File: src/rtl/tfu_pkg.sv
package tfu_pkg;
    localparam int ADDR_W = 5;
    localparam int DATA_W = 8;
    localparam int N_MISC = 4;

    localparam logic [ADDR_W-1:0] A_CTRL  = 5'h00;
    localparam logic [ADDR_W-1:0] A_CHFLG = 5'h01;
    localparam logic [ADDR_W-1:0] A_MISC  = 5'h02;
    localparam logic [ADDR_W-1:0] A_TOV   = 5'h03;
    localparam logic [ADDR_W-1:0] A_CNT   = 5'h04;
    localparam logic [ADDR_W-1:0] A_PAHI  = 5'h05;
    localparam logic [ADDR_W-1:0] A_PALO  = 5'h06;
    localparam logic [ADDR_W-1:0] A_CH0   = 5'h10;

    localparam int M_OVF     = 0;
    localparam int M_PA_OVF  = 1;
    localparam int M_PA_EDGE = 2;
    localparam int M_PB_OVF  = 3;

    typedef struct packed {
        logic frz_stop;
        logic fast_clr;
    } ctrl_t;

    typedef struct packed {
        logic              rd;
        logic              wr;
        logic [ADDR_W-1:0] addr;
        logic [DATA_W-1:0] wdata;
    } bus_t;

    function automatic logic touches(bus_t b, logic [ADDR_W-1:0] a);
        return (b.rd || b.wr) && (b.addr == a);
    endfunction
endpackage

File: src/rtl/tfu_flag_bank.sv
module tfu_flag_bank #(
    parameter int W = 8
) (
    input  logic         clk,
    input  logic         rst,
    input  logic [W-1:0] set,
    input  logic [W-1:0] clr,
    output logic [W-1:0] q
);
    always_ff @(posedge clk) begin
        if (rst) q <= '0;
        else     q <= (q & ~clr) | set;
    end

    for (genvar i = 0; i < W; i++) begin : g_chk
        // a set in the same cycle as a clear still leaves the flag set
        p_set_wins_r9: assert property (@(posedge clk) disable iff (rst)
            set[i] |=> q[i]);
        // a clear with no set drops the flag
        p_clear_r3: assert property (@(posedge clk) disable iff (rst)
            (clr[i] && !set[i]) |=> !q[i]);
        // with neither set nor clear, the flag holds its value
        p_sticky_r2: assert property (@(posedge clk) disable iff (rst)
            (!set[i] && !clr[i]) |=> $stable(q[i]));
    end
endmodule

File: src/rtl/tfu_ctrl_regs.sv
module tfu_ctrl_regs
    import tfu_pkg::*;
#(
    parameter int N_CH = 8
) (
    input  logic            clk,
    input  logic            rst,
    input  bus_t            bus,
    output ctrl_t           ctrl,
    output logic [N_CH-1:0] tov
);
    always_ff @(posedge clk) begin
        if (rst) begin
            ctrl <= '0;
            tov  <= '0;
        end else if (bus.wr) begin
            if (bus.addr == A_CTRL) begin
                ctrl.fast_clr <= bus.wdata[0];
                ctrl.frz_stop <= bus.wdata[1];
            end
            if (bus.addr == A_TOV) tov <= bus.wdata[N_CH-1:0];
        end
    end

    // toggle bits take the written value on the next edge
    p_tov_write_r11: assert property (@(posedge clk) disable iff (rst)
        (bus.wr && bus.addr == A_TOV) |=> tov == $past(bus.wdata[N_CH-1:0]));
    // toggle bits are untouched without a write to their address
    p_tov_hold_r11: assert property (@(posedge clk) disable iff (rst)
        !(bus.wr && bus.addr == A_TOV) |=> $stable(tov));
endmodule

File: src/rtl/tfu_clr_decode.sv
module tfu_clr_decode
    import tfu_pkg::*;
#(
    parameter int N_CH = 8
) (
    input  logic              clk,
    input  logic              rst,
    input  bus_t              bus,
    input  ctrl_t             ctrl,
    input  logic [N_CH-1:0]   ch_is_oc,
    output logic [N_CH-1:0]   clr_ch,
    output logic [N_MISC-1:0] clr_misc
);
    logic [N_CH-1:0]   fast_ch;
    logic [N_MISC-1:0] fast_misc;
    logic              w1c_ch;
    logic              w1c_misc;

    assign w1c_ch   = bus.wr && (bus.addr == A_CHFLG);
    assign w1c_misc = bus.wr && (bus.addr == A_MISC);

    for (genvar i = 0; i < N_CH; i++) begin : g_ch
        localparam logic [ADDR_W-1:0] CH_ADDR = A_CH0 + ADDR_W'(i);
        logic hit;
        assign hit        = bus.addr == CH_ADDR;
        assign fast_ch[i] = ctrl.fast_clr && hit && (ch_is_oc[i] ? bus.wr : bus.rd);
        assign clr_ch[i]  = (w1c_ch && bus.wdata[i]) || fast_ch[i];
    end

    always_comb begin
        fast_misc            = '0;
        fast_misc[M_OVF]     = touches(bus, A_CNT);
        fast_misc[M_PA_OVF]  = touches(bus, A_PAHI);
        fast_misc[M_PA_EDGE] = touches(bus, A_PAHI);
        fast_misc[M_PB_OVF]  = touches(bus, A_PALO);
        if (!ctrl.fast_clr) fast_misc = '0;
        clr_misc = fast_misc | (w1c_misc ? bus.wdata[N_MISC-1:0] : '0);
    end

    // with fast-clear off, only writes to the flag registers clear anything
    p_slow_ch_r8: assert property (@(posedge clk) disable iff (rst)
        (!ctrl.fast_clr && !w1c_ch) |-> clr_ch == '0);
    p_slow_misc_r8: assert property (@(posedge clk) disable iff (rst)
        (!ctrl.fast_clr && !w1c_misc) |-> clr_misc == '0);
    // a counter access never clears accumulator flags
    p_cnt_only_r6: assert property (@(posedge clk) disable iff (rst)
        (bus.addr == A_CNT) |-> clr_misc[N_MISC-1:1] == '0);
endmodule

File: src/rtl/tmr_flag_unit.sv
module tmr_flag_unit
    import tfu_pkg::*;
#(
    parameter int N_CH = 8
) (
    input  logic                 clk,
    input  logic                 rst,
    input  logic [N_CH-1:0]      ch_evt,
    input  logic [N_MISC-1:0]    misc_evt,
    input  logic [N_CH-1:0]      ch_is_oc,
    input  logic                 freeze,
    input  logic                 bus_rd,
    input  logic                 bus_wr,
    input  logic [ADDR_W-1:0]    bus_addr,
    input  logic [DATA_W-1:0]    bus_wdata,
    output logic [DATA_W-1:0]    bus_rdata,
    output logic [N_CH-1:0]      ch_flags,
    output logic [N_MISC-1:0]    misc_flags,
    output logic [N_CH-1:0]      tov,
    output logic                 cnt_hold
);
    localparam int PAD_CH   = DATA_W - N_CH;
    localparam int PAD_MISC = DATA_W - N_MISC;

    bus_t              bus;
    ctrl_t             ctrl;
    logic [N_CH-1:0]   clr_ch;
    logic [N_MISC-1:0] clr_misc;

    assign bus = '{rd: bus_rd, wr: bus_wr, addr: bus_addr, wdata: bus_wdata};

    tfu_ctrl_regs #(.N_CH(N_CH)) u_ctrl (
        .clk(clk), .rst(rst), .bus(bus), .ctrl(ctrl), .tov(tov)
    );

    tfu_clr_decode #(.N_CH(N_CH)) u_dec (
        .clk(clk), .rst(rst), .bus(bus), .ctrl(ctrl), .ch_is_oc(ch_is_oc),
        .clr_ch(clr_ch), .clr_misc(clr_misc)
    );

    tfu_flag_bank #(.W(N_CH)) u_chflags (
        .clk(clk), .rst(rst), .set(ch_evt), .clr(clr_ch), .q(ch_flags)
    );

    tfu_flag_bank #(.W(N_MISC)) u_miscflags (
        .clk(clk), .rst(rst), .set(misc_evt), .clr(clr_misc), .q(misc_flags)
    );

    assign cnt_hold = ctrl.frz_stop && freeze;

    always_comb begin
        unique case (bus_addr)
            A_CTRL:  bus_rdata = {{(DATA_W-2){1'b0}}, ctrl.frz_stop, ctrl.fast_clr};
            A_CHFLG: bus_rdata = {{PAD_CH{1'b0}}, ch_flags};
            A_MISC:  bus_rdata = {{PAD_MISC{1'b0}}, misc_flags};
            A_TOV:   bus_rdata = {{PAD_CH{1'b0}}, tov};
            default: bus_rdata = '0;
        endcase
    end

    // the counters are only held while freeze is requested
    p_hold_needs_freeze_r10: assert property (@(posedge clk) disable iff (rst)
        !freeze |-> !cnt_hold);
endmodule

File: config.mk
export PLATFORM = sky130hd
export DESIGN_NAME = tmr_flag_unit
export DESIGN_NICKNAME = d
export VERILOG_FILES = /design/src/rtl/tfu_pkg.sv /design/src/rtl/tfu_flag_bank.sv /design/src/rtl/tfu_ctrl_regs.sv /design/src/rtl/tfu_clr_decode.sv /design/src/rtl/tmr_flag_unit.sv
export SDC_FILE = /design/constraint.sdc
export NUM_CORES = 1
export LEC_CHECK = 0
export BUFFER_PORTS_ARGS = -buffer_cell sky130_fd_sc_hd__buf_2
export CAP_MARGIN = 0
export CORE_ASPECT_RATIO = 0.75
export CORE_UTILIZATION = 41
export DETAILED_ROUTE_END_ITERATION = 8
export PLACE_DENSITY = 0.8
export SYNTH_ARGS = -nofsm -noshare
export SYNTH_HDL_FRONTEND = slang
export SYNTH_SLANG_ARGS = --single-unit
File: constraint.sdc
create_clock -name clk -period 1.3 [get_ports clk]
set_input_delay 0.195 -clock clk [delete_from_list [all_inputs] [get_ports clk]]
set_output_delay 0.195 -clock clk [all_outputs]
set_load 0.01 [all_outputs]
## Yosys cells after proc, flatten, opt, wreduce, memory -nomap -nowiden

Index checks and enable logic that the tools add are counted.

| operators by class | value |
|---|---|
| eq/ne operators | 14 |
| mux-type cells | 11 |
| bitwise gates (word level) | 7 |
| reduce and logical (&&, ||, !) cells | 42 |

Operators by type and width:

| cell | number |
|---|---|
| equality test 5 bit, second input constant | 8 |
| one-hot mux 8 bit (4 select lines) | 1 |
| logical AND 1 bit | 30 |
| equality test 5 x 3 -> 1 bit, second input constant | 3 |
| equality test 5 x 2 -> 1 bit, second input constant | 2 |
| logical OR 1 bit | 9 |
| AND 8 bit | 1 |
| 2-to-1 mux 1 bit | 8 |
| 2-to-1 mux 4 bit | 2 |
| NOT 8 bit | 1 |
| bitwise OR 4 bit | 2 |
| bitwise OR 8 bit | 1 |
| equality test 5 x 1 -> 1 bit, second input constant | 1 |
| zero test 5 bit | 1 |
| AND 4 bit | 1 |
| NOT 4 bit | 1 |
| AND reduction 2 bit | 2 |

| storage, ports and cells | value |
|---|---|
| bits in registers | 22 |
| output and inout port bits | 29 |
| word-level logic and storage cells | 79 |

## Depth between registers and ports, before layout

| depth | value |
|---|---|
| depth after elaboration | 7 |
| mapped depth | 5 |

## By module

A second synthesis with hierarchy kept.

| unflattened totals | value |
|---|---|
| cell total of the unflattened synthesis | 154 |
| area, all modules | 1506.4 sq um |

Modules (own cells, without submodules):

| module | instances | cells an instance | area an instance (sq um) | sequential area each (sq um) |
|---|---|---|---|---|
| tfu_ctrl_regs | 1 | 44 | 456.7 | 200.2 |
| tfu_flag_bank (u_chflags) | 1 | 33 | 381.6 | 160.2 |
| tfu_clr_decode | 1 | 38 | 327.8 | 0.0 |
| tmr_flag_unit | 1 | 23 | 200.2 | 0.0 |
| tfu_flag_bank (u_miscflags) | 1 | 16 | 140.1 | 80.1 |

## Worst setup path before layout

Ideal clock, no wire load.

| path | value |
|---|---|
| path type | input-to-reg |
| start point | in bus_addr[2] |
| end point | reg u_chflags.q[0] |
| arrival time | 1.184 ns |
| path slack | -0.007 ns |
| stages | 4 |
| cells stage by stage | or4b_4 -> buf_6 -> o311ai_1 -> o2bb2ai_1 |

| on the way | value |
|---|---|
| word-level cells in the longest chain between the ends | 7 |

RTL lines:

| element | RTL line | RTL |
|---|---|---|
| start, declared | tmr_flag_unit.sv:14 | `input logic [ADDR_W-1:0] bus_addr,` |
| equality test 5 x 1 -> 1 bit or equality test 5 bit (tied branches) | tfu_clr_decode.sv:19, tfu_clr_decode.sv:25 |  |
| logical AND 1 bit, on equally long branches | tfu_clr_decode.sv:19, tfu_clr_decode.sv:26 |  |
| logical AND 1 bit, on equally long branches | tfu_clr_decode.sv:27, tfu_clr_decode.sv:26 |  |
| logical OR 1 bit * | tfu_clr_decode.sv:27 | `assign clr_ch[i] = (w1c_ch && bus.wdata[i]) \|\| fast_ch[i];` |
| NOT 8 bit * | tfu_flag_bank.sv:12 | `else q <= (q & ~clr) \| set;` |
| AND 8 bit * | tfu_flag_bank.sv:12 |  |
| bitwise OR 8 bit * | tfu_flag_bank.sv:12 |  |
| end signal, assigned | tfu_flag_bank.sv:12 |  |
| end, declared | tfu_flag_bank.sv:8 | `output logic [W-1:0] q` |

Mark *: on every way between the ends. The rest lies on a longest branch, timed or not.
A chain may end at the register's enable or synchronous reset.

## Worst setup path in the final report

| path | value |
|---|---|
| start point | reg u_ctrl.tov[0] |
| end point | out bus_rdata[0] |

| on the way | value |
|---|---|
| word-level cells in the longest chain between the ends | 1 |

RTL lines:

| element | RTL line | RTL |
|---|---|---|
| start, declared | tfu_ctrl_regs.sv:10 | `output logic [N_CH-1:0] tov` |
| start signal, assigned | tfu_ctrl_regs.sv:21 | `if (bus.addr == A_TOV) tov <= bus.wdata[N_CH-1:0];` |
| one-hot mux 8 bit (4 select lines) | tmr_flag_unit.sv:52 | `unique case (bus_addr)` |
| end, declared | tmr_flag_unit.sv:16 | `output logic [DATA_W-1:0] bus_rdata,` |

Every way passes these cells.

==> run summary <==
Yosys top cell area share -> 0.3330
Fin. Hold Viols -> 0
fin nets -> 284
compound-gate portion of the synthesized area -> 0.2488
synth top area cells -> dfxtp_1 (33%), mux2i_1 (9.1%), o2bb2ai_1 (5.3%)
routed via count -> 1738
mux cell area share after synthesis -> 0.1419
syn_nets -> 190
first drt pass iteration count -> 4
combinational share of power -> 0.250
Leak -> 0.9910 nW
ys async rst share -> 0
count leader, synth -> dfxtp_1
total die area -> 3459 um^2
max_slew headroom -> 0.7229
largest family of logic cells by synthesized area -> compound AO/OA/AOI/OAI gates
GRT overflow -> 0
Crit path max-delay family -> multiplexers
mean number of vias per cell -> 6.141
ANT nets after route -> 0
Critical Path RT -> 1.11 ns
initial antenna violation count -> 0
Max Buffers Root-to-Sink -> 2
crit path time final -> 1.548 ns
DRC Markers -> 0
worst hold path class -> primary input to flop
worst path buffer plus inverter count -> 1
Net Sw Frac -> 0.2822
Largest stage delay, worst path -> 0.47 ns
largest net degree at the start of global routing -> 20
n_diodes -> 0
period utilization -> 1.191
outcome -> finished with violations
Crit Reg-Reg Startpoint -> u_ctrl.ctrl[0]$_SDFFE_PP0P_
fmax -> 646.0 MHz
worst-path maximum fanout -> 2
vias in the first global route -> 1657
Post-synth top flop -> dfxtp_1
RSZ-0062 raised after global routing -> yes
GPL Wtd Cong -> 0.8858
DRT iter0 DRCs -> 158
CTS Root Cell -> clkbuf_8
Horiz. Die Dim -> 67.58 um
fraction of layout cells with a size suffix above 1 -> 0.5673
Final Max Slew Viols -> 0
clock tree sinks -> 22
worst slew pin tran -> 0.4157 ns
Critical Path Sink Type -> primary output
Crit. Startpoint -> u_ctrl.tov[0]$_SDFFE_PP0P_
clk_skew -> 0.01136 ns
initial core utilization -> 0.4410
htree depth -> 1
Avg Inst Size Synth -> 8.701 um^2
Reg power frac -> 0.395
total power -> 1.888 mW
Synth Area in Simple Gates -> 0.2062
Area Growth Syn to Fin -> 67.64%
Crit Path Class -> flop to primary output
num rows -> 17
critical hold path startpoint -> ch_evt[6]
Cells after Synth -> 152
overall routing resource usage -> 0.3269
Final Setup Violations -> 14
total of max-cap violations -> 0
CTS tree -> done
slowest stage cell, crit path -> mux4_2
core footprint -> 2999 um^2
# IOs -> 67
PwrDens -> 851.7 nW/um^2
Synth cell types -> 32
Internal -> 1.355 mW
Die Ht -> 51.19 um
Clock power frac -> 0.356
hpwl dp -> 3263 um
Post-synth EDFFs -> 0
Seq/Total Area, Yosys -> 0.3330
final WL -> 5610 um
largest area contributor in the netlist -> dfxtp_1
first-pass GRT wire length -> 8176 um
CTS Buf Count -> 3
top cells by count, synth -> dfxtp_1 (22), mux2i_1 (12), inv_1 (11), a21oi_1 (10), o21ai_0 (10)
DR WL/cell -> 19.82 um
failing checks -> setup timing
Critical Path AT -> 1.35 ns
clock latency on the worst-skew pair -> 0.28 ns
Min Hold Slack -> 0.1122 ns
Net Sw Power -> 0.5330 mW
peak supply drop -> 0.0007439 V
CP startpoint kind -> flop
Adder-Cell Fraction of Synth Area -> 0
port bufs -> 66
Synthesis Warnings -> 0
CP Cell Sequence -> mux4_2, and2_4, buf_6
CTS clk-pin slew, worst paths -> 0.10 ns
XOR/XNOR Fraction of Synth Area -> 0
synthesized flop and latch total -> 22
mapped cell area -> 1323 um^2
Worst Slack Setup Final -> -0.2481 ns
==> metal layers <==
layer	routed length, um	track usage
met2	2723	0.5033
met1	2300	0.4423
met4	154	0.1418
met3	432	0.05804
met5	0	0
==> worst register-to-register path: stages (launching register included) <==
cell	delay, ns
dfxtp_2	0.36
buf_6	0.10
or4bb_4	0.54
nor4_4	0.24
o2bb2ai_1	0.09
==> cells in the final DEF, fill, tap and decap left out, drive strengths merged <==
master,instances
a31oi,1
mux4,2
a41oi,2
a32o,4
or3b,1
nand3,8
nand4b,1
a22oi,2
nand4,4
or4bb,1
o211a,1
bufinv,1
inv,11
nor4,2
o2bb2ai,8
nand2,2
a21oi,10
o21ai,10
clkbuf,4
nand2b,3
or3,3
and2,4
mux2,2
dfxtp,22
mux2i,12
nor3,7
nor4b,1
buf,97
o311ai,8
nor2b,1
nor2,7
or4b,3
==> repair_timing <==
| item | in CTS | in global routing |
|---|---|---|
| pin swaps | 15 | 7 |
| buffers inserted | 5 | 4 |
| endpoints found under the setup margin | 12 | 19 |
| hold buffers | 0 | 0 |
| endpoints found under the hold margin | 0 | 0 |
| resized for setup | 26 | 27 |
| cloned | 2 | 0 |
==> power by group through the flow <==
stage | sequential, mW | clock [mW] | combinational (mW)
6_report | 0.745 | 0.672 | 0.471
5_1_grt | 0.749 | 0.701 | 0.499
4_1_cts | 0.740 | 0.654 | 0.413
3_5_place_dp | 0.755 | 0 | 0.365
3_3_place_gp | 0.755 | 0 | 0.358
2_1_floorplan | 0.768 | 0 | 0.157
==> final timing paths <==
check	cells past startpoint	to	slack [ns]
setup / recovery	3	bus_rdata[0]	-0.25
hold / removal	2	u_chflags.q[6]$_SDFF_PP0_	0.11
setup reg to reg	4	u_chflags.q[0]$_SDFF_PP0_	-0.14
hold reg to reg	2	u_ctrl.tov[2]$_SDFFE_PP0P_	0.51
==> stage by stage <==
stage	worst slack (ns)	cell area (um^2)	setup TNS (ns)	util	instances
2_1_floorplan	-0.007035	1323	-0.04401	-	152
3_3_place_gp	-0.1699	1822	-3.032	0.6074	268
3_5_place_dp	-0.2837	1822	-3.645	0.6074	268
4_1_cts	-0.2241	2054	-1.010	0.6850	279
5_1_grt	-0.2633	2217	-1.673	0.7393	283
6_report	-0.2481	2217	-1.216	0.7393	283
==> cell type report <==
| type | count | area [um^2] |
|---|---|---|
| clock buffer | 3 | 41.29 |
| clock inverter | 1 | 30.03 |
| fill | 187 | 782.0 |
| inverter | 11 | 41.29 |
| multi-input combinational | 110 | 979.7 |
| sequential | 22 | 447.9 |
| tap | 38 | 47.55 |
| timing repair buffer | 98 | 629.4 |
==> flip-flops by register name (all words and copies together) (netlist names) <==
name	flops
u_chflags.q	8
u_ctrl.ctrl	2
u_ctrl.tov	8
u_miscflags.q	4
==> logic make-up (layout without fill, tap and decap cells) <==
family / Yosys count / count (layout)
buf+inv: 22 / 113
compound gates: 46 / 46
flops: 22 / 22
mux: 16 / 16
simple gates: 46 / 48
(Power assumes the default switching activity.)
